[config.mk]
export PLATFORM = sky130hd
export DESIGN_NAME = sup_pkt_top
export DESIGN_NICKNAME = d
export VERILOG_FILES = /design/src/rtl/sup_pkt_pkg.sv /design/src/rtl/sup_chg_det.sv /design/src/rtl/sup_framer.sv /design/src/rtl/sup_rx.sv /design/src/rtl/sup_pkt_top.sv
export SDC_FILE = /design/constraint.sdc
export NUM_CORES = 1
export LEC_CHECK = 0
export ABC_AREA = 1
export CAP_MARGIN = 20
export CORE_AREA = 3 3 87 106
export CTS_CLUSTER_DIAMETER = 150
export DETAILED_ROUTE_END_ITERATION = 7
export DIE_AREA = 0 0 90 109
export GPL_TIMING_DRIVEN = 1
export PLACE_DENSITY = 0.77
export REMOVE_ABC_BUFFERS = 1
export SYNTH_ARGS = -nofsm -noshare
export SYNTH_HDL_FRONTEND = slang
export SYNTH_SLANG_ARGS = --single-unit
[constraint.sdc]
create_clock -name clk -period 3.35 [get_ports clk]
set_input_delay 0.67 -clock clk [delete_from_list [all_inputs] [get_ports clk]]
set_output_delay 0.67 -clock clk [all_outputs]
set_load 0.02 [all_outputs]
[src/rtl/sup_pkt_pkg.sv]
package sup_pkt_pkg;

   typedef enum logic [0:0] {
      FR_IDLE = 1'b0,
      FR_SEND = 1'b1
   } fr_state_e;

endpackage

[src/rtl/sup_chg_det.sv]
module sup_chg_det #(
   parameter int N_CH = 12
) (
   input  logic            clk,
   input  logic            rst_n,
   input  logic [N_CH-1:0] mask_i,
   output logic [N_CH-1:0] ref_o,
   output logic            chg_o,
   output logic            init_o
);

   logic [N_CH-1:0] ref_q;
   logic            init_q;

   assign chg_o  = (mask_i != ref_q);
   assign ref_o  = ref_q;
   assign init_o = init_q;

   // reference follows the mask; pulse is the registered difference flag
   always_ff @(posedge clk or negedge rst_n) begin
      if (!rst_n) begin
         ref_q  <= '0;
         init_q <= 1'b0;
      end else begin
         ref_q  <= mask_i;
         init_q <= chg_o;
      end
   end

endmodule

[src/rtl/sup_framer.sv]
module sup_framer
   import sup_pkt_pkg::*;
#(
   parameter int N_CH = 12,
   parameter int DW   = 8
) (
   input  logic            clk,
   input  logic            rst_n,
   input  logic            chg_i,
   input  logic [N_CH-1:0] ref_i,
   input  logic            done_i,
   output logic            valid_o,
   output logic [DW-1:0]   data_o
);

   localparam int IW = (N_CH > 1) ? $clog2(N_CH) : 1;
   localparam int CW = $clog2(N_CH + 1);

   fr_state_e       state_q;
   logic            armed_q;
   logic [N_CH-1:0] work_q;
   logic [N_CH-1:0] low_1h;
   logic [IW-1:0]   low_idx;
   logic [CW-1:0]   ref_pop;
   logic            accept;
   logic            valid_q;
   logic [DW-1:0]   data_q;

   // lowest set bit of the remaining work mask
   for (genvar g = 0; g < N_CH; g++) begin : g_low
      if (g == 0) begin : g_first
         assign low_1h[g] = work_q[g];
      end else begin : g_rest
         assign low_1h[g] = work_q[g] & ~(|work_q[g-1:0]);
      end
   end

   always_comb begin
      low_idx = '0;
      for (int i = 0; i < N_CH; i++) begin
         if (low_1h[i]) low_idx = low_idx | IW'(i);
      end
   end

   always_comb begin
      ref_pop = '0;
      for (int i = 0; i < N_CH; i++) begin
         ref_pop = ref_pop + CW'(ref_i[i]);
      end
   end

   assign accept  = done_i && armed_q && (state_q == FR_IDLE);
   assign valid_o = valid_q;
   assign data_o  = data_q;

   always_ff @(posedge clk or negedge rst_n) begin
      if (!rst_n) begin
         armed_q <= 1'b0;
      end else begin
         armed_q <= chg_i | (armed_q & ~accept);
      end
   end

   always_ff @(posedge clk or negedge rst_n) begin
      if (!rst_n) begin
         state_q <= FR_IDLE;
         work_q  <= '0;
         valid_q <= 1'b0;
         data_q  <= '0;
      end else begin
         case (state_q)
            FR_IDLE: begin
               if (accept && (ref_i != '0)) begin
                  state_q <= FR_SEND;
                  work_q  <= ref_i;
                  valid_q <= 1'b1;
                  data_q  <= DW'(ref_pop);
               end else begin
                  valid_q <= 1'b0;
               end
            end
            FR_SEND: begin
               if (work_q != '0) begin
                  work_q  <= work_q & ~low_1h;
                  valid_q <= 1'b1;
                  data_q  <= DW'(low_idx);
               end else begin
                  state_q <= FR_IDLE;
                  valid_q <= 1'b0;
               end
            end
            default: begin
               state_q <= FR_IDLE;
               valid_q <= 1'b0;
            end
         endcase
      end
   end

endmodule

[src/rtl/sup_rx.sv]
module sup_rx #(
   parameter int N_CH = 12,
   parameter int DW   = 8
) (
   input  logic            clk,
   input  logic            rst_n,
   input  logic            valid_i,
   input  logic [DW-1:0]   data_i,
   output logic            done_o,
   output logic            err_o,
   output logic [DW-1:0]   count_o,
   output logic [N_CH-1:0] set_o
);

   localparam logic [DW-1:0] N_LIM = DW'(N_CH);

   logic            vd_q;
   logic [DW-1:0]   cnt_q;
   logic [DW-1:0]   got_q;
   logic [N_CH-1:0] acc_q;
   logic            done_q;
   logic            err_q;
   logic [DW-1:0]   count_q;
   logic [N_CH-1:0] set_q;
   logic            first_w;
   logic            end_w;

   assign first_w = valid_i && !vd_q;
   assign end_w   = !valid_i && vd_q;

   always_ff @(posedge clk or negedge rst_n) begin
      if (!rst_n) begin
         vd_q  <= 1'b0;
         cnt_q <= '0;
         got_q <= '0;
         acc_q <= '0;
      end else begin
         vd_q <= valid_i;
         if (first_w) begin
            cnt_q <= data_i;
            got_q <= '0;
            acc_q <= '0;
         end else if (valid_i) begin
            got_q <= got_q + 1'b1;
            if (data_i < N_LIM) acc_q <= acc_q | (N_CH'(1) << data_i);
         end
      end
   end

   always_ff @(posedge clk or negedge rst_n) begin
      if (!rst_n) begin
         done_q  <= 1'b0;
         err_q   <= 1'b0;
         count_q <= '0;
         set_q   <= '0;
      end else begin
         done_q <= end_w;
         err_q  <= end_w && (got_q != cnt_q);
         if (end_w) begin
            count_q <= cnt_q;
            set_q   <= acc_q;
         end
      end
   end

   assign done_o  = done_q;
   assign err_o   = err_q;
   assign count_o = count_q;
   assign set_o   = set_q;

endmodule

[src/rtl/sup_pkt_top.sv]
module sup_pkt_top #(
   parameter int N_CH = 12,
   parameter int DW   = 8
) (
   input  logic            clk,
   input  logic            rst_n,
   input  logic [N_CH-1:0] sup_mask,
   input  logic            recomp_done,
   output logic            initiate,
   output logic            pkt_valid,
   output logic [DW-1:0]   pkt_data,
   input  logic            rx_valid,
   input  logic [DW-1:0]   rx_data,
   output logic            rx_done,
   output logic            rx_err,
   output logic [DW-1:0]   rx_count,
   output logic [N_CH-1:0] rx_set
);

   localparam int CW = $clog2(N_CH + 1);

   if (N_CH < 2) begin : g_bad_nch
      $error("sup_pkt_top: N_CH must be at least 2");
   end
   if (DW < CW) begin : g_bad_dw
      $error("sup_pkt_top: DW too narrow for count and index words");
   end

   logic [N_CH-1:0] ref_w;
   logic            chg_w;

   sup_chg_det #(.N_CH(N_CH)) u_det (
      .clk    (clk),
      .rst_n  (rst_n),
      .mask_i (sup_mask),
      .ref_o  (ref_w),
      .chg_o  (chg_w),
      .init_o (initiate)
   );

   sup_framer #(.N_CH(N_CH), .DW(DW)) u_fr (
      .clk     (clk),
      .rst_n   (rst_n),
      .chg_i   (chg_w),
      .ref_i   (ref_w),
      .done_i  (recomp_done),
      .valid_o (pkt_valid),
      .data_o  (pkt_data)
   );

   sup_rx #(.N_CH(N_CH), .DW(DW)) u_rx (
      .clk     (clk),
      .rst_n   (rst_n),
      .valid_i (rx_valid),
      .data_i  (rx_data),
      .done_o  (rx_done),
      .err_o   (rx_err),
      .count_o (rx_count),
      .set_o   (rx_set)
   );

endmodule

==> qor.txt, run 1 <==
Startpoint class of the critical path = flip-flop
Die X = 90 um
Worst setup EP type = flip-flop
Fmax = 0.300 GHz
Minimum clock period = 3.34 ns
Die H = 109 um
Via count = 3245
DRT antenna net count = 0
Most frequent cells in the layout = nand2_1, dfrtp_1, inv_1
Total chip power = 3.18 mW
P per Cell Area = 646 nW/um^2
Switching power total = 1.16 mW
Largest net degree at the start of global routing = 83
Initial core utilization = 48.9%
Clock root buffer = clkbuf_8
Worst skew pair latency = 0.36 ns
Reg power frac = 38.3%
Wirelength per Cell = 13.7 um
Crit path DAT = 3.64 ns
Final layout net count = 564
Number of max-cap violations = 0
DRC Markers = 0
Pre-CTS setup slack = -0.0839 ns
WL met3 = 320 um
Leading area contributor after synthesis = dfrtp_1
ANT cells = 0
Gate power share = 34.2%
VDD IR-drop max = 352 uV
Synth Register Bits = 82
Yosys cell types = 33
RePlAce Congestion = 0.939
Seq/Total Area, Yosys = 51.2%
I/O pins = 56
Htree depth = 3
Crit Path Category = reg -> reg
Synthesized area per cell = 8.57 um^2
Global Route Usage Sum = 18.7%
DRT iter0 DRCs = 158
Internal = 2.02 mW
Met1 WL = 3620 um
Fraction of layout cells with a size suffix above 1 = 8.83%
Hold Violations, Final = 0
Port Buffers = 51
TritonRoute pass-1 iters = 4
Worst EP required = 3.65 ns
Hpwl dp = 6330 um
Sw Ratio = 36.4%
Hold Crit Class = in -> async
Final Slew Violations = 0
Worst-path cell chain = inv_1, ha_4, inv_2, fa_1, fa_1, fa_1, fa_2, fa_2, xor2_1, o22ai_1, nand2_1, nand2_1
Global route overflow = 0
Setup Skew = 0.00694 ns
Routed met2 length = 4760 um
Die area = 9810 um^2
CTS tree = done
CTS Hold Buffers Added = 0
Syn-to-layout area delta = 22.9%
Initial antenna violation count = 0
Synth warn = 0
Mapped Area = 4010 um^2
Worst-path fanout max = 2
Outcome = completed
Clk sinks = 82
RSZ-0062 raised after global routing = true
Core area = 8200 um^2
# setup viols final = 0
Most frequent cell on the critical path = fa_1
Commonest non-fill, non-tap cell in the layout = nand2_1
Num rows = 36
Post-route clock period utilization = 99.6%
Total clock buffers created by CTS = 9
Slowest stage cell, crit path = fa_1
First-pass GRT wire length = 14800 um
Setup slack after layout = 0.0120 ns
Vias in the first global route = 3262
Share of the synthesized area in the top cell type = 51.2%
Clk buf depth = 2
Util after Layout = 60.1%
Ranking of synthesized cells by area = dfrtp_1, nand2_1, inv_1
CTS clk-pin slew, worst paths = 0.09 ns
Setup TNS = 0 ns
Clock share of power = 27.5%
Slowest stage delay, CP = 0.51 ns
Routed wire length = 8840 um
Leak pwr = 2.33 nW
Gate Count Post-Synth = 468
Top sig layer = met4
Post-detailed-route via-to-cell ratio = 5.02
[synth_stat cells, drive strengths merged]
master  instances
a21boi          2
a21oi          17
a31oi           2
and2            1
buf             9
clkbuf          5
conb            1
dfrtp          82
fa              7
ha              6
inv            64
nand2         124
nand3          30
nand3b          1
nand4           6
nor2           37
nor3            8
o21ai          47
o22ai           1
or2             3
xnor2           6
xor2            9
[final cells by class]
type | instances | area (um^2)
clock buffers | 9 | 124
clock inverters | 7 | 116
fillers | 717 | 3270
inverters | 64 | 240
multi-input cells | 311 | 1660
flip-flops and latches | 82 | 2050
well taps | 114 | 143
repair buffers | 59 | 588
[stage by stage]
stage	area [um^2]	instances	hold slack [ns]
4_1_cts	4890	644	0.479
3_3_place_gp	4630	628	0.456
3_5_place_dp	4630	628	0.458
6_report	4930	646	0.119
5_1_grt	4930	646	0.113
2_1_floorplan	3940	457	0.374
[worst paths after layout]
| kind | startpoint | endpoint | slack (ns) | depth (start not counted) |
|---|---|---|---|---|
| setup / recovery | u_det.ref_o[1] | u_fr.data_o[2] | 0.01 | 12 |
| hold / removal | rst_n | u_fr.work_q[3] | 0.12 | 1 |
| setup reg to reg | u_det.ref_o[1] | u_fr.data_o[2] | 0.01 | 12 |
| hold reg to reg | u_fr.data_o[3] | u_fr.data_o[3] | 0.48 | 2 |
| max in group asynchronous | rst_n | u_rx.got_q[6] | 2.64 | 2 |
| min in group clk | u_fr.data_o[3] | u_fr.data_o[3] | 0.48 | 2 |
[critical path, delay by kind of cell, from the launching register on]
kind | cells | cell delay (ns)
AO/OA/AOI/OAI | 1 | 0.15
buffers and inverters | 2 | 0.17
adder cells (fa/ha/maj) | 6 | 2.29
XOR/XNOR | 1 | 0.15
flip-flops | 1 | 0.39
AND/OR/NAND/NOR | 2 | 0.13
[power groups by stage]
stage	clock network, mW	logic, mW	registers (mW)
floorplan	0	0.666	1.29
global route	0.922	1.23	1.24
global placement	0	1.03	1.23
detailed placement	0	1.07	1.24
CTS	0.883	1.08	1.22
finish	0.874	1.09	1.22
[sequential cells by signal, indices dropped and copies added (netlist names), 4 cells and up]
register	flops
u_det.ref_o	12
u_rx.cnt_q	8
u_fr.data_o	4
u_rx.count_o	8
u_rx.acc_q	12
u_rx.got_q	8
u_fr.work_q	12
u_rx.set_o	12
[cells by family (layout without fill, tap and decap cells)]
family                   Yosys count  count (layout)  synth area share (%)
AO/OA/AOI/OAI                     69              69                  8.83
XOR/XNOR                          15              15                  3.28
adder cells (fa/ha/maj)           13              13                  5.37
buffers and inverters             78             139                  8.05
flip-flops                        82              82                  51.2
other                              1               4                0.0935
AND/OR/NAND/NOR                  210             210                  23.2
[layer usage]
layer	track usage [%]	vias to the layer above
met1	21.0	1578
li1	-	1583
met5	0	-
met3	3.38	14
met2	36.2	70
met4	5.58	0
[what timing repair did]
action | 4_1_cts | 5_1_grt
setup endpoints to repair | 2 | 2
gates resized for setup | 5 | 0
setup buffers | 0 | 1
hold endpoints to repair | 0 | 0
pin swaps | 6 | 3
Note: power is estimated with default switching activity, not from simulation.
==> inputs of run 2 (changes only) <==
--- a/config.mk
+++ b/config.mk
@@ -7,10 +7,10 @@
 export LEC_CHECK = 0
 export ABC_AREA = 1
 export CAP_MARGIN = 20
-export CORE_AREA = 3 3 87 106
+export CORE_AREA = 2 2 86 105
 export CTS_CLUSTER_DIAMETER = 150
 export DETAILED_ROUTE_END_ITERATION = 7
-export DIE_AREA = 0 0 90 109
+export DIE_AREA = 0 0 88 107
 export GPL_TIMING_DRIVEN = 1
 export PLACE_DENSITY = 0.77
 export REMOVE_ABC_BUFFERS = 1
==> run 2 against run 1 <==
Compared with the run above: the run now ends with setup timing left; clock power down 8.5%; global-route usage up 1.5 points; critical path depth unchanged; power down 2.7%; non-clock buffer count down 1; first-iteration DRC count up 7.6%; flip-flop and latch count unchanged; critical path type unchanged; critical endpoint unchanged; largest cell class unchanged; highest routed layer unchanged.
==> qor.txt, run 2 (synthesized netlist as in run 1, its figures left out) <==
Post-route clock period utilization = 101%
Worst-Margin Slew = 0.527 ns
Htree depth = 3
Clock root buffer = clkbuf_8
Initial core utilization = 47.9%
Setup TNS = -0.0360 ns
CTS clk-pin slew, worst paths = 0.09 ns
CTS tree = done
Hold Violations, Final = 0
Hpwl dp = 6200 um
Post-route insts no fill = 648
Num rows = 37
Hold Crit Class = in -> async
Failing checks = setup timing
Largest net degree at the start of global routing = 83
P per Cell Area = 631 nW/um^2
Util after Layout = 58.5%
Port Buffers = 51
Final Slew Violations = 0
Worst setup EP type = flip-flop
Slowest stage cell, crit path = fa_1
Total clock buffers created by CTS = 9
Setup Skew = 0.00853 ns
Crit path DAT = 3.68 ns
Cells after DPL = 630
RR Startpoint = u_det.ref_o[0]
Global Route Usage Sum = 20.3%
Wirelength per Cell = 13.3 um
RSZ-0062 raised after global routing = true
RR Endpoint = u_fr.data_o[2]
Worst-path cell chain = inv_2, ha_4, inv_2, fa_1, fa_1, fa_1, fa_2, fa_2, xor2_1, o22ai_1, nand2_1, nand2_1
TritonRoute pass-1 iters = 4
CTS Hold Buffers Added = 0
Die area = 9420 um^2
# setup viols final = 1
FF/Latch Area = 2050 um^2
Setup slack after layout = -0.0360 ns
Clk sinks = 82
CP bufs+invs = 2
Fmax = 0.295 GHz
DRT antenna net count = 0
Hold slack = 0.289 ns
Final layout net count = 563
Worst EP required = 3.65 ns
Leak pwr = 2.31 nW
Vias in the first global route = 3278
Die X = 88 um
Crit path max-delay family = adder cells
Worst skew pair latency = 0.36 ns
Commonest non-fill, non-tap cell in the layout = nand2_1
Startpoint class of the critical path = flip-flop
Post-detailed-route via-to-cell ratio = 4.92
DRC Markers = 0
Core area = 8380 um^2
Worst r2r path cells = 12
Clk buf depth = 2
ANT cells = 0
I/O pins = 56
Fraction of layout cells with a size suffix above 1 = 8.85%
Minimum clock period = 3.39 ns
Number of max-cap violations = 0
Total chip power = 3.09 mW
Worst-path fanout max = 2
Slew HR = 64.9%
Global route overflow = 0
RePlAce Congestion = 0.911
Multi-input combinational cell area = 1660 um^2
Routed wire length = 8640 um
DRT iter0 DRCs = 170
Crit Path Category = reg -> reg
Slowest stage delay, CP = 0.54 ns
Initial antenna violation count = 0
Fillcell total = 752
VDD IR-drop max = 344 uV
Most frequent cell on the critical path = fa_1
Most frequent cells in the layout = nand2_1, dfrtp_1, inv_1
R2r setup slk = -0.04 ns
Via count = 3188
Outcome = finished with violations
First-pass GRT wire length = 14800 um
Die H = 107 um
Syn-to-layout area delta = 22.2%
## run 2: cell type report
type / instances / area share [%]
clock inverters: 7 / 2.07
clock buffers: 9 / 2.53
inverters: 64 / 4.90
multi-input cells: 311 / 34.0
repair buffers: 58 / 11.7
flip-flops and latches: 82 / 41.9
well taps: 117 / 2.99
## run 2: through the flow
step / setup WS, ns / instance area [um^2]
CTS: -0.0174 / 4870
detailed placement: -0.115 / 4630
global route: -0.161 / 4900
global placement: -0.0410 / 4630
floorplan: -0.00185 / 3940
finish: -0.0360 / 4900
## run 2: repair_timing
action                                  in CTS  in global routing
endpoints found under the setup margin       2                  2
buffers inserted                             0                  1
gates resized for setup                      6                  0
pin swaps                                    0                  1
## run 2: worst max path at each step
stage	start	end	cells past startpoint
6_report	u_det.ref_o[0]	u_fr.data_o[2]	12
5_1_grt	u_det.ref_o[0]	u_fr.data_o[2]	12
4_1_cts	u_det.ref_o[0]	u_fr.data_o[2]	12
3_5_place_dp	u_det.ref_o[0]	u_fr.data_o[2]	12
3_3_place_gp	u_det.ref_o[0]	u_fr.data_o[2]	12
2_1_floorplan	u_det.ref_o[0]	u_fr.data_o[2]	12
## run 2: layer usage
layer	GRT usage [%]	wire (um)
met2	35.5	4700
met3	3.77	336
met4	8.46	175
met5	0	0
met1	24.0	3440
## run 2: worst register-to-register path, cell delays in order, from the launching register on
cell     delay, ns
dfrtp_1       0.37
inv_2         0.06
ha_4          0.26
inv_2         0.03
fa_1          0.48
fa_1          0.54
fa_1          0.43
fa_2          0.37
fa_2          0.35
xor2_1        0.15
o22ai_1       0.15
nand2_1       0.08
nand2_1       0.07
## run 2: power breakdown
part	total [mW]	internal (mW)	switching [mW]	leakage, nW
Combinational	1.08	0.409	0.669	1.14
Sequential	1.22	1.12	0.0980	1.06
Clock	0.800	0.424	0.376	0.106
Total	3.09	1.95	1.14	2.31
==> inputs of run 3 (changes only) <==
--- a/config.mk
+++ b/config.mk
@@ -5,12 +5,11 @@
 export SDC_FILE = /design/constraint.sdc
 export NUM_CORES = 1
 export LEC_CHECK = 0
-export ABC_AREA = 1
 export CAP_MARGIN = 20
-export CORE_AREA = 2 2 86 105
+export CORE_AREA = 2 2 84 103
 export CTS_CLUSTER_DIAMETER = 150
 export DETAILED_ROUTE_END_ITERATION = 7
-export DIE_AREA = 0 0 88 107
+export DIE_AREA = 0 0 86 105
 export GPL_TIMING_DRIVEN = 1
 export PLACE_DENSITY = 0.77
 export REMOVE_ABC_BUFFERS = 1
==> run 3 against run 2 <==
Compared with the run above: the flow still finishes with violations (setup timing); routed wire length is 1.4% lower; first-iteration DRC count is 20% lower; final area is 2.8% lower; setup slack worse by 0.080 ns; die area is 4.1% lower; sequential share of layout area is 1.2 points higher; count of clock-buffer cells in the layout stayed put; power is 0.25% lower; area after synthesis is 4.1% lower; sequential power is 7% higher; utilization is 1.3 points higher; largest power group unchanged; highest routed layer unchanged.
==> qor.txt, run 3 <==
Vias in the first global route = 3002
Die X = 86 um
VDD IR-drop max = 307 uV
Slowest stage delay, CP = 0.53 ns
Crit Path Category = reg -> reg
CTS clk-pin slew, worst paths = 0.09 ns
Num rows = 36
First-pass GRT wire length = 14300 um
Commonest non-fill, non-tap cell in the layout = dfrtp_1
DRT iter0 DRCs = 136
DRC Markers = 0
Routed wire length = 8520 um
Failing checks = setup timing
Synth Register Bits = 82
Synth warn = 0
RSZ-0062 raised after global routing = true
Core area = 7970 um^2
Most common cell in the netlist = dfrtp_1
Clock share of power = 24.6%
Worst setup EP type = flip-flop
Setup TNS = -0.191 ns
Async SR Flop Fraction = 100%
Fillcell total = 657
Crit path DAT = 3.70 ns
Mapped Area = 3850 um^2
Wirelength per Cell = 16.7 um
Minimum clock period = 3.47 ns
Fraction of layout cells with a size suffix above 1 = 15.9%
Clock root buffer = clkbuf_8
Top_reg_cell synth = dfrtp_1
ANT cells = 0
Setup Skew = 0.00736 ns
Outcome = finished with violations
Synthesized area per cell = 11.2 um^2
Most frequent cell on the critical path = fa_1
Sw Ratio = 36.7%
Global Route Usage Sum = 20.4%
RePlAce Congestion = 0.903
P per Cell Area = 648 nW/um^2
Share of the synthesized area in the top cell type = 53.3%
Final Slew Violations = 0
Ranking of synthesized cells by area = dfrtp_1, mux2_2, xor2_1
Post-route clock period utilization = 103%
Fmax = 0.288 GHz
Syn-to-layout area delta = 23.8%
Reg power frac = 42.0%
Leak pwr = 2.23 nW
Slew HR = 54.2%
Clk sinks = 82
Global route overflow = 0
Initial antenna violation count = 0
TritonRoute pass-1 iters = 5
DRT antenna net count = 0
Internal = 1.95 mW
Number of max-cap violations = 0
Gate Count Post-Synth = 345
Most frequent cells in the layout = dfrtp_1, clkdlybuf4s50_1, nand2_1
Worst EP required = 3.59 ns
Htree depth = 3
# setup viols final = 3
Initial core utilization = 48.3%
CTS tree = done
Pre-CTS setup slack = -0.168 ns
Port Buffers = 51
Startpoint class of the critical path = flip-flop
Largest net degree at the start of global routing = 83
Post-synth top cells = dfrtp_1, nand2_1, inv_1
Setup slack after layout = -0.116 ns
Hpwl dp = 6090 um
Gate power share = 33.4%
Seq/Total Area, Yosys = 53.3%
I/O pins = 56
Worst skew pair latency = 0.36 ns
Die H = 105 um
Leading area contributor after synthesis = dfrtp_1
Hold Violations, Final = 0
Clk buf depth = 2
Via count = 2879
EDFF count, synth = 0
Worst-path cell chain = inv_1, ha_1, inv_2, fa_1, fa_1, fa_1, fa_2, fa_2, nor2_1, a31oi_1, a31oi_1
Yosys cell types = 54
Switching power total = 1.13 mW
Multi-input combinational cell area = 1640 um^2
FF/Latch Area = 2050 um^2
Worst-Margin Slew = 0.683 ns
Worst-path fanout max = 2
Slowest stage cell, crit path = fa_1
Die area = 9030 um^2
Total clock buffers created by CTS = 9
Hold Crit Class = in -> async
CTS Hold Buffers Added = 0
Final layout net count = 448
Post-detailed-route via-to-cell ratio = 5.63
[run 3: cell types whose count changed after synthesis, sizes merged, moves of 6 or more]
cell,previous run,this run
nand3,30,9
inv,64,26
nor2,37,19
nor4,0,8
o21ai,47,12
mux2,0,20
xor2,9,22
nand2,124,33
nor2b,0,6
[run 3: through the flow]
step | area (um^2) | std cells | hold slack, ns | util [%] | total power, mW
2_1_floorplan | 3780 | 333 | 0.374 | - | 1.93
3_3_place_gp | 4510 | 492 | 0.472 | 56.6 | 2.28
3_5_place_dp | 4510 | 492 | 0.486 | 56.6 | 2.32
4_1_cts | 4730 | 509 | 0.508 | 59.3 | 3.09
5_1_grt | 4760 | 511 | 0.112 | 59.7 | 3.27
6_report | 4760 | 511 | 0.118 | 59.7 | 3.09
[run 3: cell type report]
class / count / area share, %
clock buffers: 9 / 2.60
clock inverters: 7 / 1.73
inverters: 26 / 2.05
multi-input cells: 225 / 34.4
flip-flops and latches: 82 / 43.1
well taps: 95 / 2.50
repair buffers: 67 / 13.6
[run 3: cell families after synthesis]
kind of cell / after synthesis / share of synthesized area, %
flops: 82 / 53.3
buf+inv: 41 / 4.46
other cells: 1 / 0.0975
xor+xnor: 23 / 5.24
simple gates: 102 / 13.8
fa+ha+maj: 13 / 5.59
compound gates: 62 / 11.4
mux: 21 / 6.11
[run 3: power groups by stage]
stage / logic, mW / clock network [mW] / registers, mW
after global placement: 0.975 / 0 / 1.30
after floorplan: 0.591 / 0 / 1.34
after CTS: 1.01 / 0.782 / 1.29
after detailed placement: 1.01 / 0 / 1.31
final: 1.03 / 0.760 / 1.30
after global routing: 1.13 / 0.822 / 1.32
[run 3: path summary, 6_finish.rpt]
check | slack (ns) | start | depth (start not counted) | end
worst max-delay path | -0.12 | u_det.ref_o[0] | 11 | u_fr.data_o[1]
worst min-delay path | 0.12 | rst_n | 1 | u_rx.count_o[4]
worst max register to register | -0.12 | u_det.ref_o[0] | 11 | u_fr.data_o[1]
worst min register to register | 0.50 | u_rx.acc_q[6] | 2 | u_rx.acc_q[6]
max in group asynchronous | 2.66 | rst_n | 2 | u_fr.data_o[3]
min in group clk | 0.50 | u_rx.acc_q[6] | 2 | u_rx.acc_q[6]
[run 3: timing repair]
item / 4_1_cts / 5_1_grt
pin swaps: 3 / 1
setup buffers: 1 / 1
gates resized for setup: 1 / 3
endpoints found under the setup margin: 2 / 3
[run 3: metal layers]
metal / GRT usage, % / up-vias / part of all wire, %
li1: - / 1334 / -
met1: 25.0 / 1427 / 41
met2: 33.7 / 97 / 52
met3: 4.42 / 21 / 4.3
met4: 9.86 / 0 / 3.1
met5: 0 / - / 0
[run 3: worst max-delay path: cells and delay by family (launching register included)]
kind / cells / cell delay (ns)
AND/OR/NAND/NOR: 1 / 0.04
flip-flops: 1 / 0.36
AO/OA/AOI/OAI: 2 / 0.23
adder cells (fa/ha/maj): 6 / 2.64
buffers and inverters: 2 / 0.09
